==> src/rtl/sd_dma_pkg.sv <==
package sd_dma_pkg;

   localparam int REG_AW = 6;

   // register byte offsets
   localparam logic [REG_AW-1:0] RA_MODE    = 6'h00;
   localparam logic [REG_AW-1:0] RA_CTRL    = 6'h04;
   localparam logic [REG_AW-1:0] RA_CHRST   = 6'h08;
   localparam logic [REG_AW-1:0] RA_ADDR_LO = 6'h20;
   localparam logic [REG_AW-1:0] RA_ADDR_HI = 6'h24;

   // field positions decoded by software
   localparam int MODE_DIR_LSB = 16;
   localparam int MODE_WID_LSB = 4;
   localparam int MODE_INC_BIT = 0;
   localparam int CTRL_GO_BIT  = 0;
   localparam int RUN_TX_BIT   = 8;
   localparam int RUN_RX_BIT   = 9;

   localparam logic [1:0] DIR_TO_DEV   = 2'd0;
   localparam logic [1:0] DIR_FROM_DEV = 2'd1;

   typedef struct packed {
      logic [1:0] dir;
      logic [1:0] wcode;
      logic       inc;
   } xfer_mode_t;

   typedef enum logic {ENG_IDLE, ENG_RUN} eng_state_e;

endpackage

==> src/rtl/sd_dma_regs.sv <==
module sd_dma_regs
   import sd_dma_pkg::*;
#(
   parameter int ADDR_W = 64
) (
   input  logic              clk,
   input  logic              rst_n,
   input  logic              reg_wr,
   input  logic [REG_AW-1:0] reg_addr,
   input  logic [31:0]       reg_wdata,
   output xfer_mode_t        mode,
   output logic [ADDR_W-1:0] base_addr,
   output logic              go,
   output logic [1:0]        ch_run
);

   localparam int HI_W = ADDR_W - 32;

   generate
      if (ADDR_W < 33 || ADDR_W > 64) begin : g_bad_addr_w
         $error("sd_dma_regs: ADDR_W must lie in 33..64");
      end
   endgenerate

   logic [31:0]     lo_q;
   logic [HI_W-1:0] hi_q;

   always_ff @(posedge clk or negedge rst_n) begin
      if (!rst_n) begin
         mode   <= '0;
         lo_q   <= '0;
         hi_q   <= '0;
         go     <= 1'b0;
         ch_run <= 2'b11;
      end else begin
         go <= 1'b0;
         if (reg_wr) begin
            case (reg_addr)
               RA_MODE: begin
                  mode.dir   <= reg_wdata[MODE_DIR_LSB +: 2];
                  mode.wcode <= reg_wdata[MODE_WID_LSB +: 2];
                  mode.inc   <= reg_wdata[MODE_INC_BIT];
               end
               RA_CTRL:    go     <= reg_wdata[CTRL_GO_BIT];
               RA_CHRST:   ch_run <= {reg_wdata[RUN_RX_BIT], reg_wdata[RUN_TX_BIT]};
               RA_ADDR_LO: lo_q   <= reg_wdata;
               RA_ADDR_HI: hi_q   <= reg_wdata[HI_W-1:0];
               default: ;
            endcase
         end
      end
   end

   assign base_addr = {hi_q, lo_q};

endmodule

==> src/rtl/sd_dma_admit.sv <==
module sd_dma_admit
   import sd_dma_pkg::*;
#(
   parameter int LEN_W = 16,
   parameter bit RX_EN = 1'b1
) (
   input  logic             go,
   input  logic             busy,
   input  xfer_mode_t       mode,
   input  logic [2:0]       base_lsb,
   input  logic [LEN_W-1:0] len,
   input  logic [1:0]       ch_run,
   output logic             launch,
   output logic             finish,
   output logic             fail
);

   logic rx_ok;

   generate
      if (RX_EN) begin : g_rx_on
         assign rx_ok = 1'b1;
      end else begin : g_rx_off
         assign rx_ok = 1'b0;
      end
   endgenerate

   logic dir_known, dir_allowed, ch_held, misaligned, take;

   always_comb begin
      dir_known   = (mode.dir == DIR_TO_DEV) || (mode.dir == DIR_FROM_DEV);
      dir_allowed = (mode.dir == DIR_TO_DEV) || ((mode.dir == DIR_FROM_DEV) && rx_ok);
      ch_held     = dir_known && !ch_run[mode.dir[0]];
      misaligned  = (base_lsb != 3'b000);
      take        = go && !busy && !ch_held;
      fail        = take && (!dir_allowed || misaligned);
      launch      = take && !fail && (len != '0);
      finish      = take && (fail || (len == '0));
   end

endmodule

==> src/rtl/sd_dma_engine.sv <==
module sd_dma_engine
   import sd_dma_pkg::*;
#(
   parameter int ADDR_W = 64,
   parameter int LEN_W  = 16
) (
   input  logic              clk,
   input  logic              rst_n,
   input  logic              launch,
   input  logic              finish,
   input  logic              fail,
   input  xfer_mode_t        mode,
   input  logic [ADDR_W-1:0] base_addr,
   input  logic [LEN_W-1:0]  len,
   input  logic [1:0]        ch_run,
   input  logic              mem_ack,
   output logic              busy,
   output logic [ADDR_W-1:0] mem_addr,
   output logic [1:0]        mem_size,
   output logic              mem_we,
   output logic              done,
   output logic              err
);

   eng_state_e        state;
   xfer_mode_t        mode_q;
   logic [ADDR_W-1:0] cur_addr;
   logic [LEN_W-1:0]  rem;

   logic [LEN_W-1:0]  step_len;
   logic [ADDR_W-1:0] step_addr;
   logic              last_beat, abort;

   always_comb begin
      step_len  = LEN_W'(1) << mode_q.wcode;
      step_addr = ADDR_W'(1) << mode_q.wcode;
      last_beat = (rem <= step_len);
      abort     = (state == ENG_RUN) && !ch_run[mode_q.dir[0]];
   end

   always_ff @(posedge clk or negedge rst_n) begin
      if (!rst_n) begin
         state    <= ENG_IDLE;
         mode_q   <= '0;
         cur_addr <= '0;
         rem      <= '0;
         done     <= 1'b0;
         err      <= 1'b0;
      end else begin
         done <= 1'b0;
         err  <= 1'b0;
         case (state)
            ENG_IDLE: begin
               if (launch) begin
                  state    <= ENG_RUN;
                  mode_q   <= mode;
                  cur_addr <= base_addr;
                  rem      <= len;
               end else if (finish) begin
                  done <= 1'b1;
                  err  <= fail;
               end
            end
            ENG_RUN: begin
               if (abort) begin
                  state <= ENG_IDLE;
               end else if (mem_ack) begin
                  if (last_beat) begin
                     state <= ENG_IDLE;
                     done  <= 1'b1;
                  end else begin
                     rem <= rem - step_len;
                     if (mode_q.inc) cur_addr <= cur_addr + step_addr;
                  end
               end
            end
            default: state <= ENG_IDLE;
         endcase
      end
   end

   assign busy     = (state == ENG_RUN);
   assign mem_addr = cur_addr;
   assign mem_size = mode_q.wcode;
   assign mem_we   = mode_q.dir[0];

endmodule

==> src/rtl/sd_seg_dma.sv <==
module sd_seg_dma
   import sd_dma_pkg::*;
#(
   parameter int ADDR_W = 64,
   parameter int DATA_W = 64,
   parameter int LEN_W  = 16,
   parameter bit RX_EN  = 1'b1
) (
   input  logic              clk,
   input  logic              rst_n,
   input  logic              reg_wr,
   input  logic [REG_AW-1:0] reg_addr,
   input  logic [31:0]       reg_wdata,
   input  logic [LEN_W-1:0]  xfer_len,
   output logic              mem_req,
   output logic              mem_we,
   output logic [ADDR_W-1:0] mem_addr,
   output logic [1:0]        mem_size,
   output logic [DATA_W-1:0] mem_wdata,
   input  logic              mem_ack,
   input  logic [DATA_W-1:0] mem_rdata,
   output logic              dev_push,
   output logic [DATA_W-1:0] dev_wdata,
   output logic              dev_pop,
   input  logic [DATA_W-1:0] dev_rdata,
   output logic              busy,
   output logic              done,
   output logic              err
);

   generate
      if (DATA_W < 64 || (DATA_W & (DATA_W - 1)) != 0) begin : g_bad_data_w
         $error("sd_seg_dma: DATA_W must be a power of two of at least 64");
      end
      if (LEN_W < 4) begin : g_bad_len_w
         $error("sd_seg_dma: LEN_W must be at least 4");
      end
   endgenerate

   xfer_mode_t        mode;
   logic [ADDR_W-1:0] base_addr;
   logic              go, launch, finish, fail;
   logic [1:0]        ch_run;

   sd_dma_regs #(.ADDR_W(ADDR_W)) u_regs (
      .clk      (clk),
      .rst_n    (rst_n),
      .reg_wr   (reg_wr),
      .reg_addr (reg_addr),
      .reg_wdata(reg_wdata),
      .mode     (mode),
      .base_addr(base_addr),
      .go       (go),
      .ch_run   (ch_run)
   );

   sd_dma_admit #(.LEN_W(LEN_W), .RX_EN(RX_EN)) u_admit (
      .go      (go),
      .busy    (busy),
      .mode    (mode),
      .base_lsb(base_addr[2:0]),
      .len     (xfer_len),
      .ch_run  (ch_run),
      .launch  (launch),
      .finish  (finish),
      .fail    (fail)
   );

   sd_dma_engine #(.ADDR_W(ADDR_W), .LEN_W(LEN_W)) u_eng (
      .clk      (clk),
      .rst_n    (rst_n),
      .launch   (launch),
      .finish   (finish),
      .fail     (fail),
      .mode     (mode),
      .base_addr(base_addr),
      .len      (xfer_len),
      .ch_run   (ch_run),
      .mem_ack  (mem_ack),
      .busy     (busy),
      .mem_addr (mem_addr),
      .mem_size (mem_size),
      .mem_we   (mem_we),
      .done     (done),
      .err      (err)
   );

   assign mem_req   = busy;
   assign dev_push  = mem_req & mem_ack & ~mem_we;
   assign dev_pop   = mem_req & mem_ack & mem_we;
   assign dev_wdata = mem_rdata;
   assign mem_wdata = dev_rdata;

endmodule

==> config.mk <==
export PLATFORM = sky130hd
export DESIGN_NAME = sd_seg_dma
export DESIGN_NICKNAME = d
export VERILOG_FILES = /design/src/rtl/sd_dma_pkg.sv /design/src/rtl/sd_dma_regs.sv /design/src/rtl/sd_dma_admit.sv /design/src/rtl/sd_dma_engine.sv /design/src/rtl/sd_seg_dma.sv
export SDC_FILE = /design/constraint.sdc
export NUM_CORES = 1
export LEC_CHECK = 0
export ABC_CLOCK_PERIOD_IN_PS = 6100
export BUFFER_PORTS_ARGS = -buffer_cell sky130_fd_sc_hd__buf_2
export CORE_MARGIN = 5
export CORE_UTILIZATION = 33
export CTS_CLUSTER_DIAMETER = 50
export DETAILED_ROUTE_END_ITERATION = 16
export GPL_ROUTABILITY_DRIVEN = 1
export PLACE_DENSITY = 0.68
export SYNTH_ARGS = -nofsm -noshare
export SYNTH_HDL_FRONTEND = slang
export SYNTH_SLANG_ARGS = --single-unit
==> constraint.sdc <==
create_clock -name clk -period 6.1 [get_ports clk]
set_input_delay 0.305 -clock clk [delete_from_list [all_inputs] [get_ports clk]]
set_output_delay 0.305 -clock clk [all_outputs]
set_load 0.01 [all_outputs]
==> run_results.csv <==
group,metric,value,unit
setup_path,reg2reg_depth,10,
global_routing,grt_antenna_before_repair,0,
setup_path,startpoint_type,"flop",
setup_path,worstSetupPathType,"reg2reg",
setup_path,cp_slowest_cell,"a211oi_1",
synth,synth_top_area_frac,0.4071,
timing,hold_viol,0,
clocking,cts_tree,"built",
detailed_routing,wirelength,31580,µm
flow_run,maxCapViolations,0,
run_status,status,"finished clean",
clocking,cts_resized,0,
floorplanning,start_util,0.3353,
synth,ys_ff_latch,159,
synth,synth_largest_area_cell,"dfrtp_1",
hold_path,min_path_type,"in2async",
global_routing,grt_max_degree,110,
timing,max_freq,0.2711,GHz
clocking,cts_inserted_buffers,17,
setup_path,worstPathMaxFanout,15,
synth,synth_xor_area_frac,0.001815,
setup_path,path_cells,"nor2_1 -> ha_1 -> inv_1 -> fa_1 -> nand2b_1 -> a211oi_1 -> and4_1 -> nand2_1 -> o41ai_1 -> a21oi_1",
power_and_ir_drop,leakagePower,4.554,nW
power_and_ir_drop,p_per_area,248.3,nW/µm²
cells_and_area,syn_to_final_growth,6.080,%
place,placed_cells,1360,
power_and_ir_drop,total_power,2.542,mW
timing,tightest_slew,1077,ps
global_routing,busiest_layer,"met2",
floorplanning,top_level_ports,387,
global_routing,grtUsageMet3,0.05671,
detailed_routing,drtAntennaViolNets,0,
synth,muxShareOfSynthArea,0.08726,
cells_and_area,layout_commonest_cell,"dfrtp_1",
global_routing,grt_pass1_vias,7678,
detailed_routing,dr.pass1.iters,5,
detailed_routing,viasPerCell,5.763,
clocking,cts.clk_slew.worst_paths,70,ps
setup_path,cp-end-kind,"flop",
clocking,ctsHoldBuffers,0,
synth,yosys.area_share.simple,0.2082,
cells_and_area,layout_common_cells,"156 x dfrtp_1, 129 x buf_2, 86 x nand2_1",
timing,setup-violations-final,0,
place,finalWeightedCongestion,0.8606,
synth,netlist_area,9651,µm²
setup_path,arrival,3970,ps
cells_and_area,diodes,0,
cells_and_area,final_layout_size_suffix_gt1_frac,0.2609,
clocking,insertion_delay,440,ps
clocking,cts_setup_buffers,0,
floorplanning,fp.dieW,181.0,µm
setup_path,endpoint,"u_eng.mem_addr[60]",
clocking,htreeDepth,4,
synth,synth_fp_nets,1222,
timing,finalCritPeriodShare,0.6047,
global_routing,grt_pass1_wl,47830,µm
synth,synth_compound_area_frac,0.1400,
timing,finalClockSkew,15.60,ps
synth,yosys-top-cells-area,"dfrtp_1 41%, buf_4 10%, mux2_2 8.5%",
detailed_routing,dr_total_vias,8022,
place,io_buffers,130,
timing,fin_tns_setup,0,ps
setup_path,reg2reg_to,"u_eng.mem_addr[60]",
global_routing,grtUsageMet1,0.2161,
cells_and_area,nFillCells,2857,
power_and_ir_drop,vdd_drop_max,0.0002016,V
timing,drv_slew,0,
synth,synthAdderAreaFrac,0.01582,
synth,synth.avg_cell_area,9.415,µm²
floorplanning,coreArea,28780,µm²
timing,rsz0062_at_grt,"false",
synth,ys_warn_count,0,
cells_and_area,stdcell_area,10240,µm²
synth,ys_seq_area_frac,0.4126,
synth,synth_edf_count,0,
synth,ys.flop_type,"dfrtp_1",
global_routing,use_met2,0.3165,
place,place_area,9666,µm²
synth,synth_top_family_by_area,"simple AND/OR/NAND/NOR gates",
setup_path,r2r-start,"u_eng.mem_size[1]",
global_routing,grt_overflow_total,0,
clocking,clock-sinks,159,
floorplanning,dieHeight,181.0,µm
timing,maxSlewHeadroom,0.2821,
synth,syn_inst,1025,
clocking,ctsLongestPathBuffers,2,
place,post-dp-hpwl,22750,µm
setup_path,critPathLaunch,"u_eng.mem_size[1]",
cells_and_area,final-instance-count-excl-fill,1392,
floorplanning,row_count,62,
clocking,root_buffer,"clkbuf_16",
floorplanning,die_area,32760,µm²
setup_path,cp.required,6380,ps
cells_and_area,nNetsFinal,1192,
timing,fin_crit,3689,ps
global_routing,track_usage,0.1854,
setup_path,r2r_slack,2410,ps
detailed_routing,drc,0,
detailed_routing,wire_per_inst,22.69,µm
detailed_routing,drt-initial-drc-count,795,
synth,async_reset_ff_frac,1.000,
setup_path,critPathMaxStageDelay,830,ps
synth,synth_cell_types,73,
## flip-flops by register name, indices dropped and copies added (netlist names)
register,cells
u_eng.busy,1
u_eng.err,1
u_regs.lo_q,32
u_regs.go,1
u_regs.hi_q,32
u_eng.mem_addr,64
u_regs.mode,5
u_regs.ch_run,2
u_eng.mem_size,2
u_eng.rem,16
u_eng.mem_we,1
u_eng.mode_q,1
u_eng.done,1
## worst max-delay path: cells and delay by family (launching register included)
kind	cells	cell delay, ps
compound gates	3	1230
simple gates	4	1200
fa+ha+maj	2	610
flops	1	420
buf+inv	1	70
## cell type report
type | count | area [µm²] | area share
timing repair buffer | 139 | 724.4 | 0.07077
sequential | 159 | 3983 | 0.3890
clock inverter | 13 | 128.9 | 0.01259
tap | 384 | 480.5 | 0.04693
clock buffer | 19 | 442.9 | 0.04327
multi-input combinational | 658 | 4403 | 0.4301
inverter | 20 | 75.07 | 0.007333
## through the flow
stage | setup WS, ps | util | hold WS [ps]
finish | 2411 | 0.3557 | 27.63
global route | 2145 | 0.3557 | 112.8
CTS | 2403 | 0.3557 | 75.00
detailed placement | 2407 | 0.3358 | 457.0
global placement | 2619 | 0.3358 | 447.8
floorplan | 3178 | - | 9.409
## where the power goes
group          leakage, nW  switching [mW]  internal, mW
Combinational         2.24           0.127         0.121
Clock                0.269           0.474         0.581
Sequential            2.04          0.0911          1.15
## routing by layer
metal	part of all wire	wire length (µm)
met1	0.37	11660
met2	0.51	15980
met3	0.087	2743
met4	0.038	1197
met5	0	0
## cell usage after synthesis, types with 4 or more instances
cell and number:
inv_1 20, o22ai_1 20, buf_1 6, a31o_2 5
or4_1 13, or3_1 8, dfrtp_1 157, o32ai_1 7
mux2_2 73, a31oi_1 10, a21oi_1 39, nor2_1 57
and4_1 14, a21o_1 5, nand4_1 25, a211oi_1 4
o21ai_0 36, a32oi_1 10, buf_2 13, and2_1 11
a41o_1 5, clkbuf_1 37, nor4_1 28, nor3b_1 5
o21a_1 8, nand2b_1 10, a22oi_1 6, nand4b_1 8
nand3_1 44, a2bb2oi_1 4, and3_1 16, buf_4 131
nor3_1 33, ha_1 9, nand2_1 86
## how the worst min path moves through the flow
stage | from | end | cells past startpoint
global route | reg_wdata[6] | u_regs.hi_q[6] | 2
floorplan | rst_n | u_eng.busy | 0
global placement | u_regs.mode[1] | u_eng.mem_size[0] | 2
detailed placement | u_regs.mode[1] | u_eng.mem_size[0] | 2
CTS | rst_n | u_regs.hi_q[27] | 1
finish | rst_n | u_regs.hi_q[25] | 1
## kinds of logic after synthesis
kind of cell | after synthesis
AOI/OAI and AO/OA | 195
and+or+nand+nor | 375
buffers and inverters | 208
DFF | 159
muxes | 75
xor gates and xnor gates | 2
adders and majority gates | 11
No activity file was read; power rests on OpenSTA's default activity.
